File: config.mk
export PLATFORM = sky130hd
export DESIGN_NAME = bank_addr_mapper
export DESIGN_NICKNAME = d
export VERILOG_FILES = /design/src/rtl/bank_map_pkg.sv /design/src/rtl/bank_mod_reduce.sv /design/src/rtl/bank_map_core.sv /design/src/rtl/bank_map_stage.sv /design/src/rtl/bank_addr_mapper.sv
export SDC_FILE = /design/constraint.sdc
export NUM_CORES = 1
export LEC_CHECK = 0
export ABC_AREA = 1
export CAP_MARGIN = 20
export CORE_AREA = 2 2 39 41
export CTS_BUF_LIST = sky130_fd_sc_hd__clkbuf_4 sky130_fd_sc_hd__clkbuf_8
export CTS_CLUSTER_SIZE = 25
export DETAILED_ROUTE_END_ITERATION = 6
export DIE_AREA = 0 0 41 43
export PLACE_DENSITY = 0.86
export SKIP_CTS_REPAIR_TIMING = 1
export SLEW_MARGIN = 20
export SYNTH_ARGS = -nofsm -noshare
export SYNTH_HDL_FRONTEND = slang
export SYNTH_SLANG_ARGS = --single-unit
File: constraint.sdc
create_clock -name clk -period 6.5 [get_ports clk]
set_clock_uncertainty 0.2 [all_clocks]
set_input_delay 1.3 -clock clk [delete_from_list [all_inputs] [get_ports clk]]
set_output_delay 1.3 -clock clk [all_outputs]
set_load 0.02 [all_outputs]
File: src/rtl/bank_map_pkg.sv
package bank_map_pkg;

  // number of trailing zero bits of a positive value
  function automatic int trail_zeros(input int v);
    int cnt;
    cnt = 0;
    if (v > 0) begin
      for (int i = 0; i < 31; i++) begin
        if (((v >> i) & 1) != 0) break;
        cnt++;
      end
    end
    return cnt;
  endfunction

  // odd factor of a positive value
  function automatic int odd_factor(input int v);
    return v >> trail_zeros(v);
  endfunction

endpackage

File: src/rtl/bank_mod_reduce.sv
// Remainder of an unsigned value by a constant modulus, shift-subtract chain.
module bank_mod_reduce #(
  parameter int IN_W = 8,
  parameter int MOD  = 3,
  localparam int RW  = (MOD > 1) ? $clog2(MOD) : 1
) (
  input  logic [IN_W-1:0] val,
  output logic [RW-1:0]   rem
);

  if (MOD <= 1) begin : g_trivial
    assign rem = '0;
  end else begin : g_chain
    localparam logic [RW:0] MODV = (RW+1)'(MOD);
    logic [RW-1:0] part [IN_W+1];
    assign part[0] = '0;
    for (genvar i = 0; i < IN_W; i++) begin : g_step
      logic [RW:0] sh;
      assign sh = {part[i], val[IN_W-1-i]};
      assign part[i+1] = (sh >= MODV) ? RW'(sh - MODV) : sh[RW-1:0];
    end
    assign rem = part[IN_W];
  end

endmodule

File: src/rtl/bank_map_core.sv
// Combinational bank / local index / range computation.
module bank_map_core #(
  parameter int NBANKS     = 6,
  parameter int LOCAL_BITS = 3,
  parameter int ADDR_W     = 8,
  localparam int BANK_W    = $clog2(NBANKS)
) (
  input  logic [ADDR_W-1:0]     addr,
  output logic [BANK_W-1:0]     bank,
  output logic [LOCAL_BITS-1:0] local_idx,
  output logic                  oob
);

  localparam int N_TZ = bank_map_pkg::trail_zeros(NBANKS);
  localparam int ODD  = bank_map_pkg::odd_factor(NBANKS);
  localparam int HI_W = ADDR_W - N_TZ;
  localparam logic [63:0] LIMIT = 64'(NBANKS) << LOCAL_BITS;

  // in-bank index: shifted address bits, no quotient
  assign local_idx = addr[N_TZ +: LOCAL_BITS];
  assign oob = 64'(addr) >= LIMIT;

  if (ODD == 1) begin : g_pow2
    assign bank = addr[N_TZ-1:0];
  end else begin : g_mixed
    localparam int RW = $clog2(ODD);
    logic [RW-1:0] rem;
    bank_mod_reduce #(.IN_W(HI_W), .MOD(ODD)) u_red (
      .val (addr[ADDR_W-1:N_TZ]),
      .rem (rem)
    );
    if (N_TZ == 0) begin : g_odd
      assign bank = rem;
    end else begin : g_even
      assign bank = {rem, addr[N_TZ-1:0]};
    end
  end

endmodule

File: src/rtl/bank_map_stage.sv
// Optional output register carrying the valid bit with the data.
module bank_map_stage #(
  parameter int W   = 8,
  parameter bit REG = 1'b1
) (
  input  logic         clk,
  input  logic         rst,
  input  logic         in_valid,
  input  logic [W-1:0] in_data,
  output logic         out_valid,
  output logic [W-1:0] out_data
);

  if (REG) begin : g_reg
    always_ff @(posedge clk) begin
      if (rst) begin
        out_valid <= 1'b0;
        out_data  <= '0;
      end else begin
        out_valid <= in_valid;
        out_data  <= in_data;
      end
    end
  end else begin : g_pass
    assign out_valid = in_valid;
    assign out_data  = in_data;
  end

endmodule

File: src/rtl/bank_addr_mapper.sv
module bank_addr_mapper #(
  parameter int NBANKS     = 6,
  parameter int LOCAL_BITS = 3,
  parameter int ADDR_W     = 8,
  parameter bit OUT_REG    = 1'b1,
  localparam int BANK_W    = $clog2(NBANKS)
) (
  input  logic                  clk,
  input  logic                  rst,
  input  logic                  in_valid,
  input  logic [ADDR_W-1:0]     in_addr,
  output logic                  out_valid,
  output logic [BANK_W-1:0]     out_bank,
  output logic [LOCAL_BITS-1:0] out_local,
  output logic                  out_oob
);

  localparam int PW = 1 + BANK_W + LOCAL_BITS;

  logic [BANK_W-1:0]     c_bank;
  logic [LOCAL_BITS-1:0] c_local;
  logic                  c_oob;
  logic [PW-1:0]         packed_in, packed_out;

  bank_map_core #(.NBANKS(NBANKS), .LOCAL_BITS(LOCAL_BITS), .ADDR_W(ADDR_W)) u_core (
    .addr      (in_addr),
    .bank      (c_bank),
    .local_idx (c_local),
    .oob       (c_oob)
  );

  assign packed_in = {c_oob & in_valid, c_bank, c_local};

  bank_map_stage #(.W(PW), .REG(OUT_REG)) u_stage (
    .clk       (clk),
    .rst       (rst),
    .in_valid  (in_valid),
    .in_data   (packed_in),
    .out_valid (out_valid),
    .out_data  (packed_out)
  );

  assign {out_oob, out_bank, out_local} = packed_out;

endmodule

==> flow_metrics.tcl, run 1 <==
set metrics [dict create \
    run_status "finished clean" \
    max_freq_mhz 203 \
    p_sw_uw 57.4 \
    fin_area_sq_um 821 \
    required_ns 6.48 \
    place_area_sq_um 798 \
    hold_viol 0 \
    synth_sequential_area_ratio 0.268 \
    vias_per_cell 4.75 \
    wirelength_um 1170 \
    area_growth_pct 37.2 \
    dr.pass1.iters 4 \
    io_buffers 18 \
    tns_ns 0 \
    nNetsFinal 127 \
    worst_path_max_delay_cell "clkdlybuf4s50_1" \
    final_antenna_net_count 0 \
    ys_async_sr_fraction 0 \
    layout-drive-gt1-share 0.213 \
    setup_violations 0 \
    rsz0062_at_grt "false" \
    die_h_um 43 \
    slowest_delay_ns 0.49 \
    die-area_sq_mm 0.00176 \
    period_minus_slack_ns 4.92 \
    power_frac_clock 0.220 \
    hold_class "in -> reg" \
    vias 589 \
    num_rows 14 \
    tightestPinTransition_ns 0.218 \
    ys_seq_elements 8 \
    synth_top_family_by_area "simple AND/OR/NAND/NOR gates" \
    cp-start-kind "input port" \
    grt_usage 0.173 \
    ir_drop_mv 0.0727 \
    coreArea_sq_mm 0.00138 \
    slew_headroom 0.854 \
    synthAdderAreaFrac 0.126 \
    avgSynthCellArea_sq_um 6.87 \
    root_buffer "clkbuf_4" \
    synthSimpleGateAreaFrac 0.416 \
    route.detailed.drc 0 \
    numCtsBuffers 3 \
    sequentialPowerShare 0.336 \
    cp.arrival_ns 4.89 \
    dieWidth_um 41 \
    crit_path_max_fanout 4 \
    antenna_found_initial 0 \
    grt_pass1_vias 582 \
    pre_cts_slack_ns 1.33 \
    wl_per_cell_um 9.46 \
    holdPathEnd "u_stage.out_data[3]" \
    grt_first_pass_wirelength_um 2130 \
    grt-ovfl-total 0 \
    drv_cap 0 \
    ios 19 \
    hold_depth 3 \
    num-fill-cells 135 \
    yosysWarnings 0 \
    pwr-share-comb 0.445 \
    muxShareOfSynthArea 0 \
    layout_common_cells "20 x nand2_1, 18 x inv_1, 18 x clkdlybuf4s50_1" \
    htree_levels 1 \
    dpl.hpwl_um 1030 \
    total_power_uw 163 \
    cts_tree "built" \
    initial_utilization 0.432 \
    swShare 0.353 \
    synth_compound_area_frac 0.0586 \
    synth_xor_area_frac 0 \
    layout_setup_ws_ns 1.58 \
    place.gp.congestion 0.826 \
    ys_types 18 \
    cts_sinks 8 \
    layout_commonest_cell "nand2_1" \
    synth_fp_nets 104 \
    mappedNetlistArea_sq_um 598 \
    p_leak_nw 0.438 \
    min-delay-start "in_addr[0]" \
    end_kind "register" \
    clkTransAtPathRegs_ns 0.05 \
    p_int_uw 105 \
    maxSlewViolCount 0 \
    synth_cells 87 \
    grt_max_degree 7 \
    diodes 0 \
    synth_edf_count 0 \
    criticalPathCategory "in -> reg" \
    finish.utilization 0.593 \
    drt_iter0_drc 9 \
    powerDensity_mw_per_mm2 198 \
    synthFlopType "dfxtp_1" \
    clockBufferDepth 2 \
    period_share 0.757 \
]
## cell type report
type	count	area [sq um]	area share
Inverter	21	78.8	0.0960
Sequential cell	8	160	0.195
Tap cell	16	20.0	0.0244
Clock buffer	3	22.5	0.0274
Multi-Input combinational cell	58	359	0.437
Timing Repair Buffer	18	180	0.220
## synth_stat cells (2+ instances only)
cell | count | area share
nand3_2 | 2 | 0.033
nand2_1 | 20 | 0.13
dfxtp_1 | 8 | 0.27
nor2_1 | 6 | 0.038
nand2_2 | 8 | 0.084
nor2_4 | 2 | 0.038
nand3_1 | 4 | 0.033
inv_2 | 3 | 0.019
a21oi_2 | 2 | 0.029
inv_1 | 18 | 0.11
nor2_2 | 2 | 0.021
ha_1 | 6 | 0.13
## worst max-delay path by stage
| stage | from | end | slack [ns] | cells after the start |
|---|---|---|---|---|
| 2_1_floorplan | in_addr[6] | u_stage.out_data[5] | 2.25 | 32 |
| 3_3_place_gp | in_addr[6] | u_stage.out_data[5] | 1.56 | 35 |
| 3_5_place_dp | in_addr[6] | u_stage.out_data[4] | 1.33 | 34 |
| 4_1_cts | in_addr[6] | u_stage.out_data[4] | 1.57 | 34 |
| 5_1_grt | in_addr[6] | u_stage.out_data[4] | 1.15 | 34 |
| 6_report | in_addr[6] | u_stage.out_data[4] | 1.58 | 34 |
## power by group through the flow
stage	Combinational (mW)	Clock [mW]	Sequential, mW
final	0.0723	0.0357	0.0546
after floorplan	0.0429	0	0.0611
after detailed placement	0.0726	0	0.0556
after CTS	0.0728	0.0367	0.0547
after global routing	0.0811	0.0396	0.0550
after global placement	0.0689	0	0.0554
## cells by family after synthesis
family          Yosys count
flops                     8
fa+ha+maj                 6
buf+inv                  21
compound gates            5
simple gates             47
## per-layer routing
| metal | GRT usage | wire length, um | vias up |
|---|---|---|---|
| li1 | - | - | 309 |
| met1 | 0.188 | 479 | 266 |
| met2 | 0.281 | 651 | 14 |
| met3 | 0.0366 | 42 | 0 |
| met4 | 0.113 | 0 | 0 |
| met5 | 0 | 0 | - |
## state kept, by name, summed over array words and instances (netlist names)
| register | flops |
|---|---|
| u_stage.out_data | 7 |
| u_stage.out_valid | 1 |
## critical path: cells and delay by family
kind            cells  cell delay [ns]
buf+inv            10             1.05
fa+ha+maj           5             0.91
compound gates      1             0.12
simple gates       18             1.50
## through the flow
step / cells / hold slack (ns)
finish: 124 / 1.37
global route: 124 / 1.40
CTS: 124 / 1.37
detailed placement: 121 / 1.63
global placement: 121 / 1.64
floorplan: 87 / 1.17
(Power assumes the default switching activity.)
==> run 2: changes to the inputs <==
--- a/config.mk
+++ b/config.mk
@@ -7,12 +7,12 @@
 export LEC_CHECK = 0
 export ABC_AREA = 1
 export CAP_MARGIN = 20
-export CORE_AREA = 2 2 39 41
+export CORE_MARGIN = 2
+export CORE_UTILIZATION = 42
 export CTS_BUF_LIST = sky130_fd_sc_hd__clkbuf_4 sky130_fd_sc_hd__clkbuf_8
 export CTS_CLUSTER_SIZE = 25
 export DETAILED_ROUTE_END_ITERATION = 6
-export DIE_AREA = 0 0 41 43
-export PLACE_DENSITY = 0.86
+export PLACE_DENSITY = 0.84
 export SKIP_CTS_REPAIR_TIMING = 1
 export SLEW_MARGIN = 20
 export SYNTH_ARGS = -nofsm -noshare
==> constraint.sdc (replaced) <==
create_clock -name clk -period 4.4 [get_ports clk]
set_clock_uncertainty 0.2 [all_clocks]
set_input_delay 0.88 -clock clk [delete_from_list [all_inputs] [get_ports clk]]
set_output_delay 0.88 -clock clk [all_outputs]
set_load 0.02 [all_outputs]
==> run 2 against run 1 <==
Effect of this change:
- sequential power up 48%
- die area is 1.2% lower
- highest routed layer is now met4
- first-iteration DRC count shrank 11%
- worst setup slack lost 1.1 ns
==> flow_metrics.tcl, run 2 (synthesized netlist as in run 1, its figures left out) <==
set metrics [dict create \
    met2_usage 0.269 \
    die-area_sq_mm 0.00174 \
    criticalPathCategory "in -> reg" \
    p_leak_nw 0.518 \
    top_usage_layer "met2" \
    grt_max_degree 7 \
    root_buffer "clkbuf_4" \
    required_ns 4.35 \
    cp-start-kind "input port" \
    final_antenna_net_count 0 \
    nNetsFinal 138 \
    rsz0062_at_grt "false" \
    vias 619 \
    finish.utilization 0.720 \
    vias_per_cell 4.62 \
    hold_viol 0 \
    total_power_uw 263 \
    antenna_found_initial 0 \
    htree_levels 1 \
    setup_violations 0 \
    layout_common_cells "19 x nand2_1, 18 x inv_1, 15 x clkdlybuf4s50_1" \
    hold_class "in -> reg" \
    grt_usage 0.173 \
    period_share 0.888 \
    largest_reg_flops 7 \
    clockBufferDepth 2 \
    pre_cts_slack_ns -0.121 \
    io_buffers 18 \
    crit_path_max_fanout 4 \
    wl_per_cell_um 9.78 \
    drv_cap 0 \
    die_h_um 41.7 \
    wirelength_um 1310 \
    grt_first_pass_wirelength_um 2290 \
    crit_family "simple AND/OR/NAND/NOR gates" \
    dr.pass1.iters 4 \
    place.gp.congestion 0.812 \
    cts_tree "built" \
    route.detailed.drc 0 \
    worst_path_max_delay_cell "ha_1" \
    numCtsBuffers 3 \
    grt-ovfl-total 0 \
    worst-path-buf-inv 11 \
    cts_sinks 8 \
    fin_cells 134 \
    clkTransAtPathRegs_ns 0.05 \
    layout_setup_ws_ns 0.495 \
    layout_commonest_cell "nand2_1" \
    run_status "finished clean" \
    initial_utilization 0.454 \
    powerDensity_mw_per_mm2 277 \
    dpl.hpwl_um 1070 \
    ios 19 \
    top_register "u_stage.out_data" \
    placed_cells 131 \
    reg_top3 "u_stage.out_data x7, u_stage.out_valid x1" \
    use_met1 0.200 \
    tns_ns 0 \
    ir_drop_mv 0.141 \
    area_growth_pct 58.6 \
    num_rows 13 \
    max_freq_mhz 256 \
    slowest_delay_ns 0.18 \
    drt_iter0_drc 8 \
    diodes 0 \
    layout-drive-gt1-share 0.328 \
    grt_pass1_vias 590 \
    dieWidth_um 41.7 \
    end_kind "register" \
    period_minus_slack_ns 3.91 \
    grt.met3_usage 0.0435 \
    cp.arrival_ns 3.85 \
    maxSlewViolCount 0 \
    slew_headroom 0.782 \
    path_common_cell "inv_1" \
    coreArea_sq_mm 0.00132 \
    tightestPinTransition_ns 0.327 \
]
[run 2: cell count changes in the layout (fill, tap and decap cells not counted), sizes merged]
cell	delta
buf	+11
clkdlybuf4s50	-3
dlymetal6s2s	+3
[run 2: routing by layer]
metal	part of all wire	wire length, um	up-vias
met1	0.42	546	264
li1	-	-	328
met3	0.051	67	7
met4	0.043	56	0
met5	0	0	-
met2	0.49	640	20
[run 2: final timing paths]
kind | startpoint | endpoint | slack [ns] | depth (start not counted)
hold / removal | in_addr[6] | u_stage.out_data[6] | 0.80 | 3
setup / recovery | in_addr[6] | u_stage.out_data[5] | 0.49 | 34
[run 2: through the flow]
stage	hold WS (ns)	instance area, sq um
after floorplan	0.751	598
after global placement	1.21	880
after detailed placement	1.21	880
after CTS	0.957	902
after global routing	0.834	948
final	0.800	948
[run 2: area by class of cell]
cell class              count  area, sq um
multi-input cells          58          398
fillers                   106          369
repair buffers             29          270
flip-flops and latches      8          160
inverters                  21         78.8
clock buffers               3         22.5
well taps                  15         18.8
[run 2: report_power, final]
group          internal, mW  switching [mW]  total (mW)
clock network        0.0310          0.0220      0.0530
registers            0.0791         0.00149      0.0806
logic                0.0626          0.0669       0.130
total                 0.173          0.0904       0.263
